**src/rtl/refresh_sched_pkg.sv**
```systemverilog
package refresh_sched_pkg;

  typedef enum logic [1:0] {
    OP_READ   = 2'd0,
    OP_REPROG = 2'd1,
    OP_REMAP  = 2'd2
  } flash_op_e;

  typedef enum logic [2:0] {
    ST_START   = 3'd0,
    ST_WAIT    = 3'd1,
    ST_RD_REQ  = 3'd2,
    ST_ECC     = 3'd3,
    ST_WB_REQ  = 3'd4,
    ST_WB_WAIT = 3'd5,
    ST_NEXT    = 3'd6
  } sched_state_e;

endpackage

```
**src/rtl/refresh_interval_sel.sv**
```systemverilog
module refresh_interval_sel #(
  parameter int PE_W  = 16,
  parameter int TMR_W = 20,
  parameter int THR1  = 1000,
  parameter int THR2  = 3000,
  parameter int THR3  = 6000,
  parameter int INTV0 = 4096,
  parameter int INTV1 = 2048,
  parameter int INTV2 = 512,
  parameter int INTV3 = 128
) (
  input  logic [PE_W-1:0]  pe_count,
  output logic [TMR_W-1:0] interval
);
  localparam int NUM_THR = 3;
  localparam logic [PE_W-1:0]  THR_V  [NUM_THR] = '{PE_W'(THR1), PE_W'(THR2), PE_W'(THR3)};
  localparam logic [TMR_W-1:0] INTV_V [NUM_THR+1] =
    '{TMR_W'(INTV0), TMR_W'(INTV1), TMR_W'(INTV2), TMR_W'(INTV3)};

  logic [1:0] band;

  // Thresholds ascend, so the last one crossed names the wear band.
  always_comb begin
    band = 2'd0;
    for (int i = 0; i < NUM_THR; i++) begin
      if (pe_count >= THR_V[i]) band = 2'(i + 1);
    end
    interval = INTV_V[band];
  end

endmodule

```
**src/rtl/refresh_wear_ram.sv**
```systemverilog
module refresh_wear_ram #(
  parameter int DEPTH = 16,
  parameter int AW    = 4,
  parameter int DW    = 3
) (
  input  logic          clk,
  input  logic          rst,
  input  logic          we,
  input  logic [AW-1:0] waddr,
  input  logic [DW-1:0] wdata,
  input  logic [AW-1:0] raddr,
  output logic [DW-1:0] rdata
);
  // Storage carries no reset so it maps to block RAM; a small flop
  // vector marks entries written since reset and masks stale content.
  logic [DW-1:0]    mem [DEPTH];
  logic [DW-1:0]    mem_rd;
  logic [DEPTH-1:0] vld_q;
  logic             vld_rd;

  always_ff @(posedge clk) begin
    if (we) mem[waddr] <= wdata;
    mem_rd <= mem[raddr];
  end

  always_ff @(posedge clk) begin
    if (rst) begin
      vld_q  <= '0;
      vld_rd <= 1'b0;
    end else begin
      if (we) vld_q[waddr] <= 1'b1;
      vld_rd <= vld_q[raddr];
    end
  end

  assign rdata = vld_rd ? mem_rd : '0;

  // counter writes stay inside the page range
  p_wr_in_range_r6: assert property (@(posedge clk) disable iff (rst)
    we |-> (32'(waddr) < DEPTH));

endmodule

```
**src/rtl/refresh_sweep_timer.sv**
```systemverilog
module refresh_sweep_timer #(
  parameter int TMR_W = 20
) (
  input  logic             clk,
  input  logic             rst,
  input  logic             load,
  input  logic [TMR_W-1:0] load_val,
  input  logic             en,
  output logic             done
);
  logic [TMR_W-1:0] cnt_q;

  always_ff @(posedge clk) begin
    if (rst)       cnt_q <= '0;
    else if (load) cnt_q <= load_val;
    else if (en && cnt_q > TMR_W'(1)) cnt_q <= cnt_q - TMR_W'(1);
  end

  // Expires on the cycle the count reaches one; a zero load acts as one.
  assign done = en && (cnt_q <= TMR_W'(1));

endmodule

```
**src/rtl/adaptive_refresh_sched.sv**
```systemverilog
module adaptive_refresh_sched
  import refresh_sched_pkg::*;
#(
  parameter int NUM_PAGES = 16,
  parameter int ADDR_W    = 12,
  parameter int PE_W      = 16,
  parameter int TMR_W     = 20,
  parameter int RPG_W     = 3,
  parameter int THR1      = 1000,
  parameter int THR2      = 3000,
  parameter int THR3      = 6000,
  parameter int INTV0     = 4096,
  parameter int INTV1     = 2048,
  parameter int INTV2     = 512,
  parameter int INTV3     = 128
) (
  input  logic              clk,
  input  logic              rst,
  input  logic [PE_W-1:0]   pe_count,
  input  logic [RPG_W-1:0]  reprog_limit,
  input  logic [ADDR_W-1:0] free_addr,
  output logic              cmd_valid,
  input  logic              cmd_ready,
  output logic [1:0]        cmd_op,
  output logic [ADDR_W-1:0] cmd_addr,
  output logic [ADDR_W-1:0] cmd_dst,
  input  logic              rsp_valid,
  input  logic              ecc_done,
  input  logic              ecc_ok,
  output logic              err_valid,
  output logic [ADDR_W-1:0] err_addr,
  output logic              host_ready
);
  localparam int              PG_W    = (NUM_PAGES > 1) ? $clog2(NUM_PAGES) : 1;
  localparam logic [PG_W-1:0] LAST_PG = PG_W'(NUM_PAGES - 1);

  sched_state_e      st_q, st_d;
  logic [PG_W-1:0]   page_q, page_d;
  logic              remap_q, remap_d;
  logic [ADDR_W-1:0] dst_q, dst_d;
  logic [TMR_W-1:0]  intv_sel;
  logic              tmr_done;
  logic [RPG_W-1:0]  wear_cnt;
  logic              wear_we;
  logic [RPG_W-1:0]  wear_wdata;

  logic              cmd_valid_q;
  flash_op_e         cmd_op_q;
  logic [ADDR_W-1:0] cmd_addr_q;
  logic              host_ready_q;
  logic              err_valid_q;
  logic [ADDR_W-1:0] err_addr_q;

  refresh_interval_sel #(
    .PE_W (PE_W),  .TMR_W(TMR_W),
    .THR1 (THR1),  .THR2 (THR2),  .THR3 (THR3),
    .INTV0(INTV0), .INTV1(INTV1), .INTV2(INTV2), .INTV3(INTV3)
  ) u_intv (
    .pe_count(pe_count),
    .interval(intv_sel)
  );

  refresh_sweep_timer #(.TMR_W(TMR_W)) u_tmr (
    .clk     (clk),
    .rst     (rst),
    .load    (st_q == ST_START),
    .load_val(intv_sel),
    .en      (st_q == ST_WAIT),
    .done    (tmr_done)
  );

  assign wear_we    = (st_q == ST_WB_REQ) && cmd_ready;
  assign wear_wdata = remap_q ? '0 : wear_cnt + RPG_W'(1);

  refresh_wear_ram #(.DEPTH(NUM_PAGES), .AW(PG_W), .DW(RPG_W)) u_wear (
    .clk  (clk),
    .rst  (rst),
    .we   (wear_we),
    .waddr(page_q),
    .wdata(wear_wdata),
    .raddr(page_q),
    .rdata(wear_cnt)
  );

  always_comb begin
    st_d    = st_q;
    page_d  = page_q;
    remap_d = remap_q;
    dst_d   = dst_q;
    unique case (st_q)
      ST_START:  st_d = ST_WAIT;
      ST_WAIT:   if (tmr_done) st_d = ST_RD_REQ;
      ST_RD_REQ: if (cmd_ready) st_d = ST_ECC;
      ST_ECC: begin
        if (ecc_done) begin
          if (ecc_ok) begin
            st_d    = ST_WB_REQ;
            remap_d = (wear_cnt >= reprog_limit);
            dst_d   = remap_d ? free_addr : ADDR_W'(page_q);
          end else begin
            st_d = ST_NEXT;
          end
        end
      end
      ST_WB_REQ:  if (cmd_ready) st_d = ST_WB_WAIT;
      ST_WB_WAIT: if (rsp_valid) st_d = ST_NEXT;
      ST_NEXT: begin
        if (page_q == LAST_PG) begin
          st_d   = ST_START;
          page_d = '0;
        end else begin
          st_d   = ST_RD_REQ;
          page_d = page_q + PG_W'(1);
        end
      end
      default: st_d = ST_START;
    endcase
  end

  always_ff @(posedge clk) begin
    if (rst) begin
      st_q         <= ST_START;
      page_q       <= '0;
      remap_q      <= 1'b0;
      dst_q        <= '0;
      cmd_valid_q  <= 1'b0;
      cmd_op_q     <= OP_READ;
      cmd_addr_q   <= '0;
      host_ready_q <= 1'b1;
      err_valid_q  <= 1'b0;
      err_addr_q   <= '0;
    end else begin
      st_q         <= st_d;
      page_q       <= page_d;
      remap_q      <= remap_d;
      dst_q        <= dst_d;
      cmd_valid_q  <= (st_d == ST_RD_REQ) || (st_d == ST_WB_REQ);
      cmd_op_q     <= (st_d == ST_WB_REQ) ? (remap_d ? OP_REMAP : OP_REPROG) : OP_READ;
      cmd_addr_q   <= ADDR_W'(page_d);
      host_ready_q <= !((st_d == ST_WB_REQ) || (st_d == ST_WB_WAIT));
      err_valid_q  <= (st_q == ST_ECC) && ecc_done && !ecc_ok;
      err_addr_q   <= ADDR_W'(page_q);
    end
  end

  assign cmd_valid  = cmd_valid_q;
  assign cmd_op     = cmd_op_q;
  assign cmd_addr   = cmd_addr_q;
  assign cmd_dst    = dst_q;
  assign host_ready = host_ready_q;
  assign err_valid  = err_valid_q;
  assign err_addr   = err_addr_q;

  // a waiting command keeps every field
  p_cmd_hold_r5: assert property (@(posedge clk) disable iff (rst)
    (cmd_valid && !cmd_ready) |=>
      (cmd_valid && $stable(cmd_op) && $stable(cmd_addr) && $stable(cmd_dst)));

  // one operation outstanding
  p_single_outstanding_r5: assert property (@(posedge clk) disable iff (rst)
    (cmd_valid && cmd_ready) |=> !cmd_valid);

  // host held off whenever a write-back is presented
  p_host_hold_r8: assert property (@(posedge clk) disable iff (rst)
    (cmd_valid && (cmd_op != OP_READ)) |-> !host_ready);

  // error report is a single-cycle pulse
  p_err_pulse_r7: assert property (@(posedge clk) disable iff (rst)
    err_valid |=> !err_valid);

  // command addresses stay inside the swept range
  p_page_range_r4: assert property (@(posedge clk) disable iff (rst)
    cmd_valid |-> (32'(cmd_addr) < NUM_PAGES));

endmodule

```
**config.mk**
```make
export PLATFORM = sky130hd
export DESIGN_NAME = adaptive_refresh_sched
export DESIGN_NICKNAME = d
export VERILOG_FILES = /design/src/rtl/refresh_sched_pkg.sv /design/src/rtl/refresh_interval_sel.sv /design/src/rtl/refresh_wear_ram.sv /design/src/rtl/refresh_sweep_timer.sv /design/src/rtl/adaptive_refresh_sched.sv
export SDC_FILE = /design/constraint.sdc
export NUM_CORES = 1
export LEC_CHECK = 0
export CORE_ASPECT_RATIO = 1.75
export CORE_MARGIN = 5
export CORE_UTILIZATION = 50
export DETAILED_ROUTE_END_ITERATION = 12
export DONT_BUFFER_PORTS = 1
export PLACE_DENSITY = 0.64
export SETUP_SLACK_MARGIN = 0.2
export SLEW_MARGIN = 20
export SYNTH_ARGS = -nofsm -noshare
export SYNTH_HDL_FRONTEND = slang
export SYNTH_SLANG_ARGS = --single-unit
```
**constraint.sdc**
```tcl
create_clock -name clk -period 2.7 [get_ports clk]
set_input_delay 0.81 -clock clk [delete_from_list [all_inputs] [get_ports clk]]
set_output_delay 0.81 -clock clk [all_outputs]
set_load 0.03 [all_outputs]
```
==> impl_metrics.ini, run 1 <==
[floorplan]
io_pins = 78
die_h_um = 146
die_area_sq_mm = 0.0128
core_sq_mm = 0.0103
die_x_um = 87.8
row_count = 49
start_util_pct = 51.4

[power]
swShare_pct = 33.2
switching_power_mw = 2.14
power_mw = 6.44
vdd_drop_max_v = 0.000922
p_clk_share_pct = 34.8
pwr-share-seq_pct = 33.6
p_leak_nw = 2.16
powerDensity_mw_per_mm2 = 1070
internal_power_mw = 4.30
combinationalPowerShare_pct = 31.6

[logic_synthesis]
yosysTopAreaCell = edfxtp_1
synthTopCellsByArea = edfxtp_1 (27%), dfxtp_1 (26%), mux4_2 (8.5%), nor2_1 (4.4%), a21oi_1 (4.1%)
ys.flop_type = dfxtp_1
synth_cell_type_count = 56
yosys_warnings = 0
ys_seq_area_share_pct = 53.4
async_reset_ff_share_pct = 0
synth.avg_cell_area_sq_um = 10.8
synth_edf_count = 48
synthDominantCellAreaShare_pct = 27.2
ys_ff_latch = 117
syn_area_sq_mm = 0.00529
syn_inst = 488

[drt]
drc = 0
drt_wl_total_um = 12000
ant_nets = 0
route.detailed.wl_per_inst_um = 18.8
drt_iter0_drc = 218
dr_total_vias = 3727
vias_per_cell = 5.83
dr.pass1.iters = 4

[clock_tree]
cts.htree.levels = 4
insertion_delay_ps = 410
cts_made_buffers = 17
cts_tree = yes
postCtsSetupBuffers = 0
clk_path_buf_depth = 2
cts.sinks = 117
path_clk_slew_ps = 50
ctsRootBufferMaster = clkbuf_16

[timing]
finalHoldViolCount = 0
max_freq_ghz = 0.433
fin_crit_sh_pct = 85.5
min_period_ps = 2310
finalSetupViolations = 0
holdWs_ps = 469
tightest_slew_ps = 637
drv_slew = 0
slew_headroom_pct = 57.5
setup_tns_ps = 0
rsz0062_at_grt = false
fin_skew_ps = 10.6
layout_setup_ws_ps = 390

[worst_setup_path]
cp-end-kind = flop
critPathKind = reg2reg
critPathArrivalTime_ps = 2640
r2r_cells = 7
worstPathRequired_ps = 3030
cp_max_fo = 8
critPathLaunchType = flop

[place]
dp_slack_ps = 339
hpwlAfterDp_um = 8740
place_area_sq_mm = 0.00542
dp_cells = 609
io_buffers = 0
gp_congestion = 0.840

[finish]
drive_above_1_share_pct = 15.6
area_delta_synth_final_pct = 14.0
utilization_pct = 58.5
final_cell_mix = dfxtp_1 (68), nor2_1 (62), edfxtp_1 (48)
antenna_cells = 0
layout.nets = 548
layout.cells.non_filler = 639
fillers = 880
design_area_sq_mm = 0.00603
final_common_cell = dfxtp_1

[hold_path]
holdCritPathClass = reg2reg
hold_depth = 2

[status]
outcome = finished clean

[flow_run]
cap_violations = 0

[grt]
grt_max_degree = 50
overflow = 0
grt_pass1_wl_um = 19500
first_global_vias = 3910
antenna_found_initial = 0
grtUsageTotal_pct = 19.8
registers in the layout, summed over array words and instances (netlist names):
name / flops
cmd_addr: 4
cmd_dst: 12
cmd_op: 2
cmd_valid: 1
err_addr: 4
err_valid: 1
host_ready: 1
remap_q: 1
st_q: 3
u_tmr.cnt_q: 20
u_wear.mem: 48
u_wear.mem_rd: 3
u_wear.vld_q: 16
u_wear.vld_rd: 1
routing by layer:
| layer | wire length (um) | up-vias | part of all wire, % | global-route usage, % |
|---|---|---|---|---|
| li1 | - | 1794 | - | - |
| met1 | 4320 | 1826 | 36 | 20.3 |
| met2 | 6960 | 85 | 58 | 36.7 |
| met3 | 383 | 22 | 3.2 | 4.85 |
| met4 | 320 | 0 | 2.7 | 8.60 |
| met5 | 0 | - | 0 | 0 |
power groups by stage:
| stage | Clock, mW | Sequential, mW | Combinational [mW] |
|---|---|---|---|
| CTS | 2.28 | 2.16 | 2.02 |
| global route | 2.36 | 2.19 | 2.28 |
| floorplan | 0 | 2.13 | 1.63 |
| finish | 2.24 | 2.17 | 2.03 |
| detailed placement | 0 | 2.20 | 2.00 |
| global placement | 0 | 2.19 | 1.97 |
critical path: stages (launching register included):
cell and delay (ps):
dfxtp_1 400, inv_1 70, ha_2 230, o21ba_2 230, and3_1 240, a21o_2 300, or4_2 610, a21oi_1 150
cell usage after synthesis, drive strengths merged, types with 2 or more instances:
cell type   n
o21ai      15
buf        21
nor3       10
clkbuf     17
o31ai       4
or3         8
dfxtp      69
a21o        3
nor4        8
a31o        2
nand2      32
mux2i       5
o211ai      3
nor2b       7
edfxtp     48
or4         6
nor2       62
xnor2       6
ha         10
a22oi       2
a2111oi     2
and2        9
a21oi      43
and3        4
mux4       20
a211oi      6
inv        11
nor3b       3
nand2b      2
nand4       5
nand3      16
a211o       2
a31oi       7
nand3b      3
o21a        5
area by class of cell:
type | instances | area, sq um | share of cell area [%]
Timing Repair Buffer | 18 | 135 | 2.24
Clock buffer | 24 | 546 | 9.05
Sequential cell | 117 | 2820 | 46.8
Inverter | 11 | 41.3 | 0.685
Multi-Input combinational cell | 336 | 2260 | 37.5
Clock inverter | 6 | 62.6 | 1.04
Tap cell | 127 | 159 | 2.64
timing repair:
item	in CTS	in global routing
gates resized for setup	0	2
hold endpoints to repair	0	0
hold buffers	0	0
setup endpoints to repair	0	1
cell families after synthesis:
logic type               Yosys count  synth area share [%]
AO/OA/AOI/OAI                     98                  11.4
buffers and inverters             50                  5.01
XOR/XNOR                           7                  1.16
multiplexers                      25                  9.46
flip-flops                       117                  53.4
other                              1                0.0709
AND/OR/NAND/NOR                  180                  17.2
adder cells (fa/ha/maj)           10                  2.37
worst paths after layout:
| check | start | to | slack (ps) |
|---|---|---|---|
| worst max-delay path | u_tmr.cnt_q[0] | u_tmr.cnt_q[16] | 390 |
| worst min-delay path | u_wear.vld_q[6] | u_wear.vld_q[6] | 470 |
| worst max register to register | u_tmr.cnt_q[0] | u_tmr.cnt_q[16] | 390 |
| worst min register to register | u_wear.vld_q[6] | u_wear.vld_q[6] | 470 |
Note: power is estimated with default switching activity, not from simulation.
==> run 2: changes to the inputs <==
==> constraint.sdc (replaced) <==
create_clock -name clk -period 3 [get_ports clk]
set_input_delay 0.9 -clock clk [delete_from_list [all_inputs] [get_ports clk]]
set_output_delay 0.9 -clock clk [all_outputs]
set_load 0.03 [all_outputs]
==> run 2 against run 1 <==
Effect of this change:
- clock power decreased by 5%
- final cell count decreased by 0.94%
- global-route usage rose by 0.12 points
- hold slack got worse by 0.98 ps
- first-iteration DRC count up 16%
- core utilization is 0.39 points lower
- wire length is 2.0% higher
- setup slack better by 160 ps
- largest power group unchanged
==> impl_metrics.ini, run 2 (same netlist as run 1, synthesis figures left out) <==
[status]
outcome = finished clean

[clock_tree]
path_clk_slew_ps = 60
cts_tree = yes
cts.sinks = 117
cts_made_buffers = 17
insertion_delay_ps = 410
cts.htree.levels = 4
ctsRootBufferMaster = clkbuf_16
clk_path_buf_depth = 2
hold_buffers = 0
cts_resized = 0
postCtsSetupBuffers = 0

[grt]
overflow = 0
first_global_vias = 3763
grt_pass1_wl_um = 19300
grt_max_degree = 50
antenna_found_initial = 0
grtUsageTotal_pct = 19.9

[drt]
vias_per_cell = 5.96
route.detailed.wl_per_inst_um = 19.3
dr_total_vias = 3774
drt_wl_total_um = 12200
ant_nets = 0
drc = 0
drt_iter0_drc = 252
dr.pass1.iters = 5

[finish]
utilization_pct = 58.2
largest_register = u_wear.mem
layout.nets = 540
final_common_cell = dfxtp_1
largest_reg_flops = 48
area_delta_synth_final_pct = 13.2
top_regs = u_wear.mem (48), u_tmr.cnt_q (20), u_wear.vld_q (16)
antenna_cells = 0
final_cell_mix = dfxtp_1 (68), nor2_1 (61), edfxtp_1 (48)
drive_above_1_share_pct = 14.2
fillers = 862

[worst_setup_path]
critPathLaunchType = flop
worstPathRequired_ps = 3340
r2r_slack_ps = 550
critPathKind = reg2reg
critPathArrivalTime_ps = 2790
cp-end-kind = flop
timing.rr.start = u_tmr.cnt_q[0]
r2r-end = u_tmr.cnt_q[16]
r2r_cells = 7
cp_max_fo = 8

[floorplan]
die_area_sq_mm = 0.0128
die_h_um = 146
start_util_pct = 51.4
row_count = 49
io_pins = 78
core_sq_mm = 0.0103
die_x_um = 87.8

[hold_path]
min_from = u_wear.vld_q[10]
holdCritPathClass = reg2reg
hold_depth = 2
holdPathEnd = u_wear.vld_q[10]

[power]
p_leak_nw = 2.12
vdd_drop_max_v = 0.000823
powerDensity_mw_per_mm2 = 988

[timing]
fin_skew_ps = 5.07
holdWs_ps = 468
rsz0062_at_grt = false
drv_slew = 0
max_freq_ghz = 0.408
slew_headroom_pct = 49.8
min_period_ps = 2450
finalSetupViolations = 0
tightest_slew_ps = 748
setup_tns_ps = 0
finalHoldViolCount = 0
fin_crit_sh_pct = 81.7

[place]
gp_congestion = 0.837
io_buffers = 0
hpwlAfterDp_um = 8670

[flow_run]
cap_violations = 0
==> run 2: per-layer routing <==
layer / vias to the layer above / GRT usage, % / wire, um
met5: - / 0 / 0
met4: 0 / 10.3 / 406
met3: 26 / 5.02 / 553
met2: 119 / 36.1 / 7000
met1: 1855 / 20.3 / 4270
li1: 1774 / - / -
==> run 2: worst max-delay path by stage <==
stage / from / to / slack, ps / cells after the start
after floorplan: reprog_limit[1] / cmd_dst[3] / 680 / 7
after global placement: cmd_ready / u_wear.mem[0][0] / 620 / 4
after detailed placement: u_tmr.cnt_q[0] / u_tmr.cnt_q[16] / 570 / 7
after CTS: u_tmr.cnt_q[0] / u_tmr.cnt_q[16] / 560 / 7
after global routing: u_tmr.cnt_q[0] / u_tmr.cnt_q[16] / 440 / 7
final: u_tmr.cnt_q[0] / u_tmr.cnt_q[16] / 550 / 7
==> run 2: worst max-delay path, stage by stage (launching register included) <==
cell and delay, ps:
dfxtp_1 420, inv_1 70, ha_1 290, o21ba_2 250
and3_1 250, a21o_1 310, or4_2 630, a21oi_1 150
==> run 2: cell type report <==
type,instances,area [sq um],area share (%)
clock buffer,17,425,7.10
clock inverter,15,204,3.41
inverter,11,41.3,0.689
multi-input combinational,336,2260,37.7
sequential,117,2820,47.1
tap,127,159,2.65
timing repair buffer,10,75.1,1.25
==> run 2: power by group <==
group	internal [mW]	total, mW	switching (mW)
combinational	0.708	1.83	1.13
clock	1.39	2.13	0.734
sequential	1.78	1.96	0.178
total	3.88	5.92	2.04
==> run 2: through the flow <==
stage          power [mW]  std cells  setup WS [ps]  cell area [sq um]
2_1_floorplan        3.39        503            678               5350
3_3_place_gp         3.74        601            619               5360
3_5_place_dp         3.79        601            571               5360
4_1_cts              5.93        633            560               5990
5_1_grt              6.25        633            435               5990
6_report             5.92        633            550               5990
